`config.mk`:
```
export PLATFORM = sky130hd
export DESIGN_NAME = rx_elastic_buf
export DESIGN_NICKNAME = d
export VERILOG_FILES = /design/src/rtl/erb_pkg.sv /design/src/rtl/erb_ctrl.sv /design/src/rtl/erb_store.sv /design/src/rtl/rx_elastic_buf.sv
export SDC_FILE = /design/constraint.sdc
export NUM_CORES = 1
export LEC_CHECK = 0
export BUFFER_PORTS_ARGS = -buffer_cell sky130_fd_sc_hd__buf_2
export CORE_MARGIN = 8
export CORE_UTILIZATION = 55
export CTS_BUF_LIST = sky130_fd_sc_hd__clkbuf_8
export DETAILED_ROUTE_END_ITERATION = 7
export PLACE_DENSITY = 0.87
export SETUP_SLACK_MARGIN = 0.2
export SYNTH_ARGS = -nofsm -noshare
export SYNTH_HDL_FRONTEND = slang
export SYNTH_SLANG_ARGS = --single-unit
```
`constraint.sdc`:
```
create_clock -name clk -period 2.6 [get_ports clk]
set_input_delay 0.52 -clock clk [delete_from_list [all_inputs] [get_ports clk]]
set_output_delay 0.52 -clock clk [all_outputs]
set_load 0.02 [all_outputs]
```
`src/rtl/erb_pkg.sv`:
```
// Shared types for the receive elasticity buffer.
// Assumes: single clock; one event record per cycle from controller to store.
package erb_pkg;

    // Per-cycle decision taken by the controller
    typedef struct packed {
        logic push;   // store the incoming bit
        logic pop;    // read out the oldest bit
        logic ovf;    // write dropped on a full buffer
        logic unf;    // read on an empty buffer after start
    } erb_evt_t;

endpackage

```
`src/rtl/erb_ctrl.sv`:
```
// Occupancy, start and error control for the elasticity buffer.
// Decides each cycle whether a write is stored or dropped and whether a read
// pops or underflows. Reads are ignored until the start threshold is met.
// Assumes: clr has priority over both strobes; reset is synchronous.
module erb_ctrl
    import erb_pkg::*;
#(
    parameter int DEPTH  = 32,
    parameter int THRESH = 16,
    localparam int CW    = $clog2(DEPTH + 1)
) (
    input  logic          clk,
    input  logic          rst_n,
    input  logic          clr,
    input  logic          wr_en,
    input  logic          rd_en,
    output erb_evt_t      evt,
    output logic [CW-1:0] fill,
    output logic          started,
    output logic          rx_err
);

    logic [CW-1:0] fill_q, fill_d;
    logic          started_q, err_q;
    logic          full, empty;

    // Classify this cycle's strobes against the current occupancy
    always_comb begin
        full      = (fill_q == CW'(DEPTH));
        empty     = (fill_q == '0);
        evt.push  = !clr && wr_en && !full;
        evt.ovf   = !clr && wr_en && full;
        evt.pop   = !clr && rd_en && started_q && !empty;
        evt.unf   = !clr && rd_en && started_q && empty;
        fill_d    = fill_q + CW'(evt.push) - CW'(evt.pop);
    end

    // Occupancy, sticky start and sticky error registers
    always_ff @(posedge clk) begin
        if (!rst_n || clr) begin
            fill_q    <= '0;
            started_q <= 1'b0;
            err_q     <= 1'b0;
        end else begin
            fill_q    <= fill_d;
            started_q <= started_q || (fill_d >= CW'(THRESH));
            err_q     <= err_q || evt.ovf || evt.unf;
        end
    end

    assign fill    = fill_q;
    assign started = started_q;
    assign rx_err  = err_q;


    ovf_flag_chk: assert property (@(posedge clk) disable iff (!rst_n)
        (wr_en && !clr && fill == CW'(DEPTH)) |=> rx_err);

    unf_flag_chk: assert property (@(posedge clk) disable iff (!rst_n)
        (rd_en && !clr && started && fill == '0) |=> rx_err);

    err_sticky_chk: assert property (@(posedge clk) disable iff (!rst_n)
        (rx_err && !clr) |=> rx_err);

    start_hold_chk: assert property (@(posedge clk) disable iff (!rst_n)
        (started && !clr) |=> started);

    clr_chk: assert property (@(posedge clk) disable iff (!rst_n)
        clr |=> (fill == '0 && !started && !rx_err));

    fill_bound_chk: assert property (@(posedge clk) disable iff (!rst_n)
        fill <= CW'(DEPTH));

endmodule

```
`src/rtl/erb_store.sv`:
```
// Bit storage ring with registered read port.
// Writes the incoming bit on push and registers the oldest bit on pop; the
// output is valid for exactly the cycle after a pop.
// Assumes: the controller never pushes when full nor pops when empty.
module erb_store
    import erb_pkg::*;
#(
    parameter int DEPTH = 32,
    localparam int AW   = (DEPTH > 1) ? $clog2(DEPTH) : 1
) (
    input  logic     clk,
    input  logic     rst_n,
    input  logic     clr,
    input  erb_evt_t evt,
    input  logic     wr_bit,
    output logic     rd_bit,
    output logic     rd_valid
);

    logic [DEPTH-1:0] mem;
    logic [AW-1:0]    wptr, rptr, wptr_nx, rptr_nx;

    // Pointer advance: natural wrap for power-of-two depth, compare otherwise
    generate
        if (DEPTH == (1 << AW)) begin : g_pow2
            assign wptr_nx = wptr + 1'b1;
            assign rptr_nx = rptr + 1'b1;
        end else begin : g_mod
            assign wptr_nx = (wptr == AW'(DEPTH - 1)) ? '0 : wptr + 1'b1;
            assign rptr_nx = (rptr == AW'(DEPTH - 1)) ? '0 : rptr + 1'b1;
        end
    endgenerate

    // Storage write; contents need no reset since pointers guard them
    always_ff @(posedge clk) begin
        if (evt.push) mem[wptr] <= wr_bit;
    end

    // Write and read pointers
    always_ff @(posedge clk) begin
        if (!rst_n || clr) begin
            wptr <= '0;
            rptr <= '0;
        end else begin
            if (evt.push) wptr <= wptr_nx;
            if (evt.pop)  rptr <= rptr_nx;
        end
    end

    // Registered read output and its valid flag
    always_ff @(posedge clk) begin
        if (!rst_n || clr) begin
            rd_bit   <= 1'b0;
            rd_valid <= 1'b0;
        end else begin
            rd_valid <= evt.pop;
            if (evt.pop) rd_bit <= mem[rptr];
        end
    end

endmodule

```
`src/rtl/rx_elastic_buf.sv`:
```
// Receive elasticity buffer: bit FIFO that holds readout until the fill
// reaches THRESH, then raises started and serves one bit per read strobe.
// Overflow and underflow set a sticky error cleared only by clr.
// Assumes: wr_en and rd_en are single-cycle strobes on the local clock.
module rx_elastic_buf
    import erb_pkg::*;
#(
    parameter int DEPTH  = 32,
    parameter int THRESH = 16
) (
    input  logic clk,
    input  logic rst_n,
    input  logic clr,
    input  logic wr_en,
    input  logic wr_bit,
    input  logic rd_en,
    output logic rd_bit,
    output logic rd_valid,
    output logic started,
    output logic rx_err
);

    localparam int CW = $clog2(DEPTH + 1);

    erb_evt_t      evt;
    logic [CW-1:0] fill;

    erb_ctrl #(.DEPTH(DEPTH), .THRESH(THRESH)) u_ctrl (
        .clk     (clk),
        .rst_n   (rst_n),
        .clr     (clr),
        .wr_en   (wr_en),
        .rd_en   (rd_en),
        .evt     (evt),
        .fill    (fill),
        .started (started),
        .rx_err  (rx_err)
    );

    erb_store #(.DEPTH(DEPTH)) u_store (
        .clk      (clk),
        .rst_n    (rst_n),
        .clr      (clr),
        .evt      (evt),
        .wr_bit   (wr_bit),
        .rd_bit   (rd_bit),
        .rd_valid (rd_valid)
    );


    no_early_out_chk: assert property (@(posedge clk) disable iff (!rst_n)
        !started |=> !rd_valid);

    unf_noval_chk: assert property (@(posedge clk) disable iff (!rst_n)
        (rd_en && started && fill == '0) |=> !rd_valid);

    idle_noval_chk: assert property (@(posedge clk) disable iff (!rst_n)
        !rd_en |=> !rd_valid);

endmodule

```
After elaboration in Yosys (flattened, before gate mapping)
Index checks and enable logic that the tools add are counted. W data, S select, Z words.

Add/sub/neg operators: 4. Order comparisons: 4. Eq/ne operators: 1. Muxes and demuxes: 5. Reductions and logical operators: 17.

Operator list (number): $bwmux W32 (1); $lt A5 B6 Y1 const B (2); $add A5 B1 Y5 const B (2); $logic_and A1 B1 Y1 (8); $add A6 B1 Y6 (1); $eq A6 B6 Y1 const B (1); $ge A6 B5 Y1 const B (1); $logic_not A6 Y1 (1); $sub A6 B1 Y6 (1); $bmux W1 S5 (1); $demux W1 S5 (1); $ge A5 B1 Y1 const B (1); $logic_not A1 Y1 (4); $logic_or A1 B1 Y1 (4); $mux W1 (2).

Register bits after elaboration: 52. Input bits: 6. Logic and storage cells: 39.

Depth between registers and ports, before layout
Gate-level depths: netlist of run 1.

Depth in word-level cells: 7. Gate-level depth with buffers: 14.

Hierarchy
A second synthesis of run 1 with hierarchy kept.

Cells, all modules: 228. Area total of the unflattened synthesis: 2541.2 sq um.

Modules (own cells, without submodules): erb_store (instances 1, cells an instance 165, area each 1995.7 sq um, seq. area each 1201.2 sq um); erb_ctrl (instances 1, cells an instance 63, area each 545.5 sq um, seq. area each 160.2 sq um).

Least setup slack after synthesis of run 1
Ideal clock, no wire load.

Path type: reg-to-reg. Start point: register u_ctrl.fill_q[2], in the netlist u_ctrl.fill[2]. End point: register u_ctrl.started_q, in the netlist u_ctrl.started. Library setup time: 0.132 ns. Data arrival time: 2.431 ns. Required time: 2.468 ns. Slack: 0.037 ns. Stages on the path, launching flop included: 15. Path buffers: 0. Period minus slack after synthesis: 2.563 ns. Cells stage by stage: dfxtp_1 -> inv_1 -> ha_1 -> nor3b_4 -> a21oi_4 -> inv_1 -> ha_1 -> inv_1 -> ha_1 -> fa_1 -> a21oi_1 -> o21ai_0 -> xor2_1 -> nor2_1 -> a21oi_1.

Word-level cells in the longest chain between the ends: 7. Elaborated cells between the ends (all ways): 10.

Ends and longest elaborated chain: start, declared (line erb_ctrl.sv:23) `logic [CW-1:0] fill_q, fill_d;`; start signal, assigned (line erb_ctrl.sv:45) `fill_q <= fill_d;`; $eq A6 B6 Y1 (line erb_ctrl.sv:29) `full = (fill_q == CW'(DEPTH));`; $logic_not A1 Y1 (line erb_ctrl.sv:31) `evt.push = !clr && wr_en && !full;`; $logic_and A1 B1 Y1 (line erb_ctrl.sv:31); $add A6 B1 Y6 (line erb_ctrl.sv:35) `fill_d = fill_q + CW'(evt.push) - CW'(evt.pop);`; $sub A6 B1 Y6 * (line erb_ctrl.sv:35); $ge A6 B5 Y1 * (line erb_ctrl.sv:46) `started_q <= started_q || (fill_d >= CW'(THRESH));`; $logic_or A1 B1 Y1 * (line erb_ctrl.sv:46); end signal, assigned (line erb_ctrl.sv:46); end, declared (line erb_ctrl.sv:24) `logic started_q, err_q;`.

Mark *: on every way between the ends. The rest lies on a longest branch, timed or not. A chain may end at the register's enable or synchronous reset.

==> metrics.yaml, run 1 <==
run_status:
  run_status: "complete, no violations"
global_route:
  grt_max_degree: 33
  track_usage_pct: 12.5
  grt-ovfl-total: 0
  antenna_found_initial: 0
  grt_pass1_wl_mm: 7.18
  grt_pass1_vias: 1534
setup_path:
  critical_path.endpoint_type: "flip-flop"
  crit_arrival_ns: 2.65
  path_class: "flip-flop to flip-flop"
  cp_max_fo: 3
  crit_required_ns: 2.79
  critPathMaxStageDelay_ns: 0.35
  cpLargestDelayFamily: "adder cells"
  start_kind: "flip-flop"
  cpMaxStageDelayCell: "fa_2"
  path_buf_inv: 2
  worstPathCellList: "inv_2 -> ha_4 -> nor3b_4 -> a211oi_4 -> ha_1 -> inv_2 -> ha_4 -> fa_2 -> a21oi_2 -> o21ai_1 -> xor2_1 -> nor2_1 -> a21oi_1"
synth:
  synth-compound-area-share_pct: 6.25
  yosysUniqueCellTypes: 41
  yosys_register_bits: 52
  yosys.area_share.simple_pct: 15.6
  synth_warnings: 0
  synth_top_cell_by_area: "edfxtp_1"
  synth_mux_area_share_pct: 8.19
  syn-num-nets: 237
  synth_xor_xnor_area_share_pct: 4.17
  synthTopCellsByArea: "edfxtp_1, dfxtp_1, nor2_1"
  synth_top_family_by_area: "simple AND/OR/NAND/NOR gates"
  synth.avg_cell_area_um2: 11.7
  yosys.area_share.adder_pct: 7.74
  ys_seq_area_share_pct: 54.0
  postSynthCellCount: 216
  synth_top_area_share_pct: 38.1
  syn_area_um2: 2520
floorplan:
  core_area_um2: 4380
  initial_core_util_pct: 57.5
  pin_count: 10
  die_area_um2: 7010
  die_w_um: 83.7
  rows: 24
  die_height_um: 83.7
timing:
  worstMarginPinSlew_ns: 0.579
  fin_crit_sh_pct: 94.4
  max_freq_ghz: 0.407
  slew_headroom_pct: 61.4
  finalSetupViolCount: 0
  finalSetupTns_ns: 0
  slew_viol_final: 0
  rsz0062_at_grt: "true"
  hold_viol: 0
  skew_ns: 0.00842
  min_period_ns: 2.45
final_layout:
  fin_nets: 255
  layout_common_cells: "nor2_1, edfxtp_1, dfxtp_1, inv_1, ha_1"
  final_common_cell: "nor2_1"
  postLayoutCoreUtil_pct: 64.1
  fillers: 307
  n_antenna_cell: 0
  drive_gt1_share_pct: 19.6
  syn2layout_area_growth_pct: 11.4
route:
  via_count: 1603
  via_per_inst: 5.59
  ant_nets: 0
  drc: 0
  drt_first_pass_iters: 4
  drtIter0Drc: 159
  wl_per_cell_um: 14.8
  wl_mm: 4.25
clock_tree:
  htree_levels: 2
  cts.sinks: 52
  clk_latency_ns: 0.30
  cts_buffers: 5
  clk_pin_slew_worst_paths_ns: 0.09
  clockRootBuffer: "clkbuf_8"
  cts_tree: "yes"
  clock_path_buffers: 2
min_path:
  hold_path_class: "primary input to flip-flop"
placement:
  globalplace.congestion: 0.780
  place.port_buffers: 9
  dp_hpwl_mm: 2.91
run:
  cap_violations: 0
pwr:
  total_leakage_power_nw: 0.929
  peakVddDrop_mv: 0.229
  powerDensity_nw_per_um2: 538
[synth_stat cells, drive strengths merged]
master / count
o32a: 1
or3b: 1
edfxtp: 32
buf: 3
mux4: 6
a21o: 1
o311a: 1
a311oi: 1
a2111oi: 1
nand3: 3
xnor2: 6
o21ai: 1
xor2: 6
nand4: 4
mux2i: 6
ha: 14
nand3b: 3
dfxtp: 20
or3: 1
nor4b: 1
a32o: 1
inv: 15
a21oi: 7
nand2: 9
a211oi: 2
nor2: 54
o31ai: 2
clkbuf: 5
nand2b: 2
nor3b: 1
and4: 2
nor3: 1
nor2b: 1
o211ai: 1
fa: 1
[power breakdown]
group | switching, W | leakage (nW) | internal, W
clock network | 0.000268 | 0.0548 | 0.000290
logic | 0.0000421 | 0.424 | 0.0000272
registers | 0.00000458 | 0.450 | 0.000878
[path summary, 6_finish.rpt]
| kind | from | end | slack (ns) | cells after the start |
|---|---|---|---|---|
| setup / recovery | u_ctrl.fill[2]$_SDFF_PP0_ | u_ctrl.started$_SDFF_PP0_ | 0.15 | 13 |
| hold / removal | clr | u_store.rd_valid$_SDFF_PP0_ | 0.47 | 2 |
| setup reg to reg | u_ctrl.fill[2]$_SDFF_PP0_ | u_ctrl.started$_SDFF_PP0_ | 0.15 | 13 |
| hold reg to reg | u_ctrl.rx_err$_SDFF_PP0_ | u_ctrl.rx_err$_SDFF_PP0_ | 0.48 | 2 |
[cell type report]
type	instances	area (um^2)	share of cell area (%)
Clock buffer	5	68.8	2.45
Clock inverter	3	46.3	1.65
Inverter	15	56.3	2.00
Multi-Input combinational cell	141	1090	38.8
Sequential cell	52	1360	48.6
Tap cell	52	65.1	2.32
Timing Repair Buffer	19	120	4.28
[routing by layer]
layer  GRT usage (%)  wire length [um]  vias up
met5               0                 0        -
met4            5.81               109        0
li1                -                 -      790
met1            15.3              1810      749
met3            4.30               278       11
met2            19.4              2050       53
[metrics by stage]
step	area [um^2]	instances	hold WS, ns	setup WS (ns)	total power [W]
after floorplan	2540	216	0.515	0.184	0.000944
after global placement	2640	273	0.460	0.156	0.000966
after detailed placement	2640	273	0.468	0.0549	0.000968
after CTS	2790	285	0.466	0.154	0.00152
after global routing	2810	287	0.472	0.00302	0.00156
final	2810	287	0.475	0.145	0.00151
[registers in the layout (all words and copies together) (netlist names)]
signal            count
u_store.rptr          5
u_ctrl.fill           6
u_store.rd_valid      1
u_ctrl.started        1
u_store.wptr          5
u_store.mem          32
u_ctrl.rx_err         1
u_store.rd_bit        1
[cell families (layout without fill, tap and decap cells)]
kind of cell | count (synthesis) | in the layout
AO/OA/AOI/OAI | 19 | 19
XOR/XNOR | 12 | 12
adder cells (fa/ha/maj) | 15 | 15
buffers and inverters | 23 | 42
flip-flops | 52 | 52
multiplexers | 12 | 12
AND/OR/NAND/NOR | 83 | 83
[repair_timing]
action | 4_1_cts | 5_1_grt
setup endpoints to repair | 2 | 3
gates cloned | 0 | 0
hold buffers | 0 | 0
gates resized for setup | 1 | 0
setup buffers | 4 | 2
pin swaps | 3 | 1
endpoints found under the hold margin | 0 | 0
No activity file was read; power rests on OpenSTA's default activity.
==> run 2: changes to the inputs <==
==> constraint.sdc (replaced) <==
create_clock -name clk -period 2.6 [get_ports clk]
set_input_delay 0.39 -clock clk [delete_from_list [all_inputs] [get_ports clk]]
set_output_delay 0.39 -clock clk [all_outputs]
set_load 0.02 [all_outputs]
==> run 2 against run 1 <==
Critical path type unchanged. Count of clock-buffer cells in the layout unchanged. Maximum frequency fell by 0.76%. Final cell count did not move. Register-to-register slack got worse by 0.02 ns.
==> metrics.yaml, run 2 (same netlist as run 1, synthesis figures left out) <==
run_status:
  run_status: "complete, no violations"
setup_path:
  cp_max_fo: 3  # unchanged
  path_class: "flip-flop to flip-flop"
  crit_arrival_ns: 2.71  # +0.06 ns
  r2r_cells: 13  # unchanged
  start_kind: "flip-flop"
  crit_required_ns: 2.84  # +0.05 ns
  critical_path.endpoint_type: "flip-flop"
route:
  wl_per_cell_um: 16.8  # +13%
  via_count: 1631  # +1.7%
  via_per_inst: 5.68  # +1.7%
  drc: 0  # unchanged
  wl_mm: 4.81  # +13%
  ant_nets: 0  # unchanged
  drt_first_pass_iters: 4  # unchanged
  drtIter0Drc: 136  # -14%
global_route:
  track_usage_pct: 12.9  # +0.39 points
  antenna_found_initial: 0  # unchanged
  grt-ovfl-total: 0  # unchanged
  grt_pass1_vias: 1598  # +4.2%
  grt_pass1_wl_mm: 7.49  # +4.3%
  grt_max_degree: 33  # unchanged
pwr:
  pwr-share-seq_pct: 58.7  # +0.2 points
  netSwitchingPower_w: 0.000312  # -0.70%
  powerDensity_nw_per_um2: 530  # -1.4%
  comb_power_share_pct: 5.0  # +0.4 points
  total_leakage_power_nw: 0.933  # +0.41%
  peakVddDrop_mv: 0.290  # +27%
  switching_share_pct: 20.8  # -0.074 points
  p_clk_share_pct: 36.3  # -0.6 points
  internal_power_w: 0.00119  # -0.25%
floorplan:
  pin_count: 10  # unchanged
  die_area_um2: 7010  # unchanged
  initial_core_util_pct: 57.5  # unchanged
  core_area_um2: 4380  # unchanged
  die_height_um: 83.7  # unchanged
  rows: 24  # unchanged
  die_w_um: 83.7  # unchanged
final_layout:
  fillers: 317  # +3.3%
  n_antenna_cell: 0  # unchanged
  final_cells: 287  # unchanged
  largest-register: "u_store.mem"
  fin_nets: 255  # unchanged
  largest_reg_flops: 32  # unchanged
  drive_gt1_share_pct: 21.7  # +2.1 points
  final_area_um2: 2840  # +1.0%
  layout_common_cells: "nor2_1, edfxtp_1, dfxtp_1"
  top_regs: "u_store.mem: 32 flops, u_ctrl.fill: 6 flops"
  syn2layout_area_growth_pct: 12.6
  final_common_cell: "nor2_1"
min_path:
  worstHoldPathCells: 2  # unchanged
  hold_path_class: "primary input to flip-flop"
clock_tree:
  cts.sinks: 52  # unchanged
  clockRootBuffer: "clkbuf_8"
  clk_pin_slew_worst_paths_ns: 0.10  # about the same
  cts_buffers: 5  # unchanged
  cts_tree: "yes"
  clk_latency_ns: 0.30  # about the same
  htree_levels: 2  # unchanged
  clock_path_buffers: 2  # unchanged
placement:
  placed_cell_area_um2: 2640  # unchanged
  dp_hpwl_mm: 2.93  # +0.59%
  globalplace.congestion: 0.747  # -4.2%
  place.port_buffers: 9  # unchanged
  place_inst: 273  # unchanged
timing:
  max_freq_ghz: 0.404  # -0.76%
  min_period_ns: 2.47  # +0.0188 ns
  rsz0062_at_grt: "true"
  skew_ns: 0.0113  # +0.00290 ns
  hold_viol: 0  # unchanged
  slew_headroom_pct: 60.7  # -0.69 points
  worstMarginPinSlew_ns: 0.589  # +0.0103 ns
  finalSetupViolCount: 0  # unchanged
  fin_crit_sh_pct: 95.1  # +0.72 points
  whs_ns: 0.346  # -0.129 ns
  slew_viol_final: 0  # unchanged
run:
  cap_violations: 0  # unchanged
## run 2: cell count changes in the layout (fill, tap and decap cells not counted), sizes merged
cell / change
clkinv: +1
inv: -1
## run 2: what timing repair did
| item | in CTS | in global routing |
|---|---|---|
| setup endpoints to repair | 2 | 3 |
| resized for setup | 0 | 8 |
| setup buffers | 3 | 3 |
| cloned | 0 | 0 |
| hold buffers | 0 | 0 |
| hold endpoints to repair | 0 | 0 |
| pin swaps | 3 | 5 |
## run 2: metal layers
layer / GRT usage, % / wire, um
met1: 15.0 / 2110
met2: 22.0 / 2450
met3: 3.71 / 182
met4: 4.71 / 70
met5: 0 / 0
## run 2: worst max-delay path: stages (launching register included)
cell and delay [ns]:
dfxtp_2 0.33, inv_2 0.08, ha_4 0.13, nor3b_4 0.32, a211oi_4 0.13, ha_4 0.28, inv_2 0.04, ha_4 0.15
fa_2 0.35, a21oi_2 0.12, o21ai_1 0.07, xor2_1 0.20, nor2_1 0.07, a21oi_1 0.15
## run 2: layout make-up
cell class                 instances  area (um^2)  share of cell area, %
sequential                        52         1360                   48.1
inverter                          15         58.8                   2.07
timing repair buffer              19          120                   4.23
clock buffer                       5         68.8                   2.43
multi-input combinational        141         1120                   39.4
clock inverter                     3         42.5                   1.50
tap                               52         65.1                   2.29
## run 2: path summary, 6_finish.rpt
kind	from	endpoint	slack [ns]
worst min-delay path	clr	u_store.rd_valid$_SDFF_PP0_	0.35
worst max register to register	u_ctrl.fill[2]$_SDFF_PP0_	u_ctrl.started$_SDFF_PP0_	0.13
worst min register to register	u_ctrl.rx_err$_SDFF_PP0_	u_ctrl.rx_err$_SDFF_PP0_	0.50
worst max-delay path	u_ctrl.fill[2]$_SDFF_PP0_	u_ctrl.started$_SDFF_PP0_	0.13
## run 2: power groups by stage
stage	combinational, W	sequential, W	clock [W]
detailed placement	0.0000664	0.000902	0
global route	0.0000828	0.000884	0.000585
global placement	0.0000641	0.000902	0
floorplan	0.0000415	0.000903	0
finish	0.0000754	0.000883	0.000546
CTS	0.0000685	0.000883	0.000550
## run 2: per-stage QoR
stage               TNS (ns)  setup slack, ns  total power [W]  utilization [%]
floorplan                  0            0.184         0.000944                -
global placement           0            0.187         0.000966             60.2
detailed placement         0            0.112         0.000968             60.2
CTS                        0            0.173          0.00150             63.2
global route         -0.0532          -0.0532          0.00155             64.7
finish                     0            0.127          0.00150             64.7
==> run 3: changes to the inputs <==
--- a/config.mk
+++ b/config.mk
@@ -10,6 +10,7 @@
 export CORE_UTILIZATION = 55
 export CTS_BUF_LIST = sky130_fd_sc_hd__clkbuf_8
 export DETAILED_ROUTE_END_ITERATION = 7
+export GPL_TIMING_DRIVEN = 0
 export PLACE_DENSITY = 0.87
 export SETUP_SLACK_MARGIN = 0.2
 export SYNTH_ARGS = -nofsm -noshare
==> run 3 against run 2 <==
The run now ends with setup timing left. Clock skew shrank 0.0013 ns. Routed wire length up 7.6%. Flip-flop and latch count unchanged. Register-to-register slack worse by 0.18 ns. Non-clock buffer count grew 10. Critical path type unchanged. Critical endpoint unchanged. Largest cell class unchanged. Largest power group unchanged. Highest routed layer unchanged.
==> metrics.yaml, run 3 (same netlist as run 1, synthesis figures left out) <==
run_status:
  run_status: "finished, violations left"
  failed_checks: "setup timing"
final_layout:
  top_regs: "u_store.mem: 32 flops, u_ctrl.fill: 6 flops"
  fin_nets: 265  # +3.9%
  drive_gt1_share_pct: 22.0  # +0.34 points
  largest_reg_flops: 32  # unchanged
  largest-register: "u_store.mem"
  seq_area_um2: 1360  # unchanged
  fillers: 301  # -5.0%
  postLayoutCoreUtil_pct: 65.3  # +0.57 points
  final_common_cell: "nor2_1"
  n_antenna_cell: 0  # unchanged
  syn2layout_area_growth_pct: 13.5
  layout_common_cells: "nor2_1, edfxtp_1, dfxtp_1, buf_4"
  final_cells: 297  # +3.5%
  multiInputGateArea_um2: 1100  # -1.2%
timing:
  skew_ns: 0.0100  # -0.00131 ns
  hold_viol: 0  # unchanged
  finalSetupTns_ns: -0.0577  # -0.0577 ns
  worstMarginPinSlew_ns: 0.535  # -0.0544 ns
  min_period_ns: 2.65  # +0.175 ns
  slew_viol_final: 0  # unchanged
  slew_headroom_pct: 64.4  # +3.7 points
  fin_crit_sh_pct: 102  # +6.7 points
  finalSetupViolCount: 2  # +2
  fin_ws_ns: -0.0485  # -0.175 ns
  whs_ns: 0.332  # -0.0135 ns
  max_freq_ghz: 0.378  # -6.6%
  rsz0062_at_grt: "true"
pwr:
  pwr-share-seq_pct: 62.0  # +3.3 points
  internal_power_w: 0.00110  # -7.6%
  total_leakage_power_nw: 0.956  # +2.5%
  powerDensity_nw_per_um2: 498  # -6.1%
  comb_power_share_pct: 5.4  # +0.4 points
  peakVddDrop_mv: 0.213  # -27%
  switching_share_pct: 22.7  # +1.9 points
  netSwitchingPower_w: 0.000323  # +3.4%
  p_clk_share_pct: 32.6  # -3.7 points
route:
  drt_first_pass_iters: 4  # unchanged
  ant_nets: 0  # unchanged
  via_per_inst: 5.68  # about the same
  via_count: 1687  # +3.4%
  drtIter0Drc: 122  # -10%
  wl_mm: 5.17  # +7.6%
  wl_per_cell_um: 17.4  # +4.0%
  drc: 0  # unchanged
clock_tree:
  clk_latency_ns: 0.31  # about the same
  htree_levels: 2  # unchanged
  clk_pin_slew_worst_paths_ns: 0.09  # about the same
  cts_buffers: 5  # unchanged
  cts_tree: "yes"
  hold_buffers: 0  # unchanged
  clock_path_buffers: 2  # unchanged
  clockRootBuffer: "clkbuf_8"
  cts.sinks: 52  # unchanged
floorplan:
  initial_core_util_pct: 57.5  # unchanged
  rows: 24  # unchanged
  die_w_um: 83.7  # unchanged
  die_height_um: 83.7  # unchanged
  core_area_um2: 4380  # unchanged
  die_area_um2: 7010  # unchanged
  pin_count: 10  # unchanged
min_path:
  hold_path_class: "primary input to flip-flop"
  min_from: "clr"
setup_path:
  r2r-start: "u_ctrl.fill[2]$_SDFF_PP0_"
  path_class: "flip-flop to flip-flop"
  cp_max_fo: 3  # unchanged
  start_kind: "flip-flop"
  critical_path.endpoint_type: "flip-flop"
  crit_arrival_ns: 2.83  # +0.12 ns
  crit_required_ns: 2.78  # -0.06 ns
  cp-startpoint: "u_ctrl.fill[2]$_SDFF_PP0_"
run:
  cap_violations: 0  # unchanged
placement:
  place_inst: 277  # +1.5%
  dp_slack_ns: -0.121  # -0.233 ns
  place.port_buffers: 9  # unchanged
  globalplace.congestion: 0.796  # +6.5%
  dp_hpwl_mm: 3.16  # +7.9%
global_route:
  grt_pass1_vias: 1606  # +0.50%
  track_usage_pct: 13.4  # +0.48 points
  grt_max_degree: 33  # unchanged
  antenna_found_initial: 0  # unchanged
  grt-ovfl-total: 0  # unchanged
  grt_pass1_wl_mm: 7.46  # -0.37%
[run 3: final timing paths]
kind / end / slack, ns / depth (start not counted)
setup / recovery: u_ctrl.started$_SDFF_PP0_ / -0.05 / 12
hold / removal: u_store.rd_valid$_SDFF_PP0_ / 0.33 / 2
setup reg to reg: u_ctrl.started$_SDFF_PP0_ / -0.05 / 12
hold reg to reg: u_ctrl.rx_err$_SDFF_PP0_ / 0.49 / 2
[run 3: critical path: stages, from the launching register on]
cell and delay, ns:
dfxtp_2 0.35, inv_2 0.06, ha_4 0.15, nor3b_4 0.16, a211oi_4 0.32, ha_4 0.17, inv_1 0.06, ha_1 0.33
a211oi_1 0.35, o31ai_1 0.14, a21oi_1 0.19, xnor2_1 0.16, a21oi_1 0.09
[run 3: power groups by stage]
stage / Clock, W / Sequential (W) / Combinational (W)
3_3_place_gp: 0 / 0.000901 / 0.0000630
2_1_floorplan: 0 / 0.000903 / 0.0000415
4_1_cts: 0.000479 / 0.000883 / 0.0000734
3_5_place_dp: 0 / 0.000902 / 0.0000661
5_1_grt: 0.000503 / 0.000884 / 0.0000847
6_report: 0.000465 / 0.000883 / 0.0000769
[run 3: timing repair]
action                                  4_1_cts  5_1_grt
resized for setup                             4        0
gates cloned                                  0        0
pin swaps                                     5        4
endpoints found under the setup margin        3        4
setup buffers                                 7        5
[run 3: per-stage QoR]
stage | power (W) | cell area (um^2)
6_report | 0.00142 | 2860
5_1_grt | 0.00147 | 2860
4_1_cts | 0.00144 | 2830
3_5_place_dp | 0.000968 | 2660
3_3_place_gp | 0.000964 | 2660
2_1_floorplan | 0.000944 | 2540
[run 3: layout make-up]
class                   count  area share, %
plain buffers               8           1.62
clock buffers               5           2.40
clock inverters             3          0.787
inverters                  15           1.97
multi-input cells         141           38.6
flip-flops and latches     52           47.6
well taps                  52           2.27
repair buffers             21           4.72
[run 3: layer usage]
metal  part of all wire [%]  up-vias  track usage, %
li1                       -      816               -
met1                     38      814            13.9
met2                     53       47            23.4
met3                    6.7       10            4.49
met4                    1.7        0            6.75
met5                      0        -               0
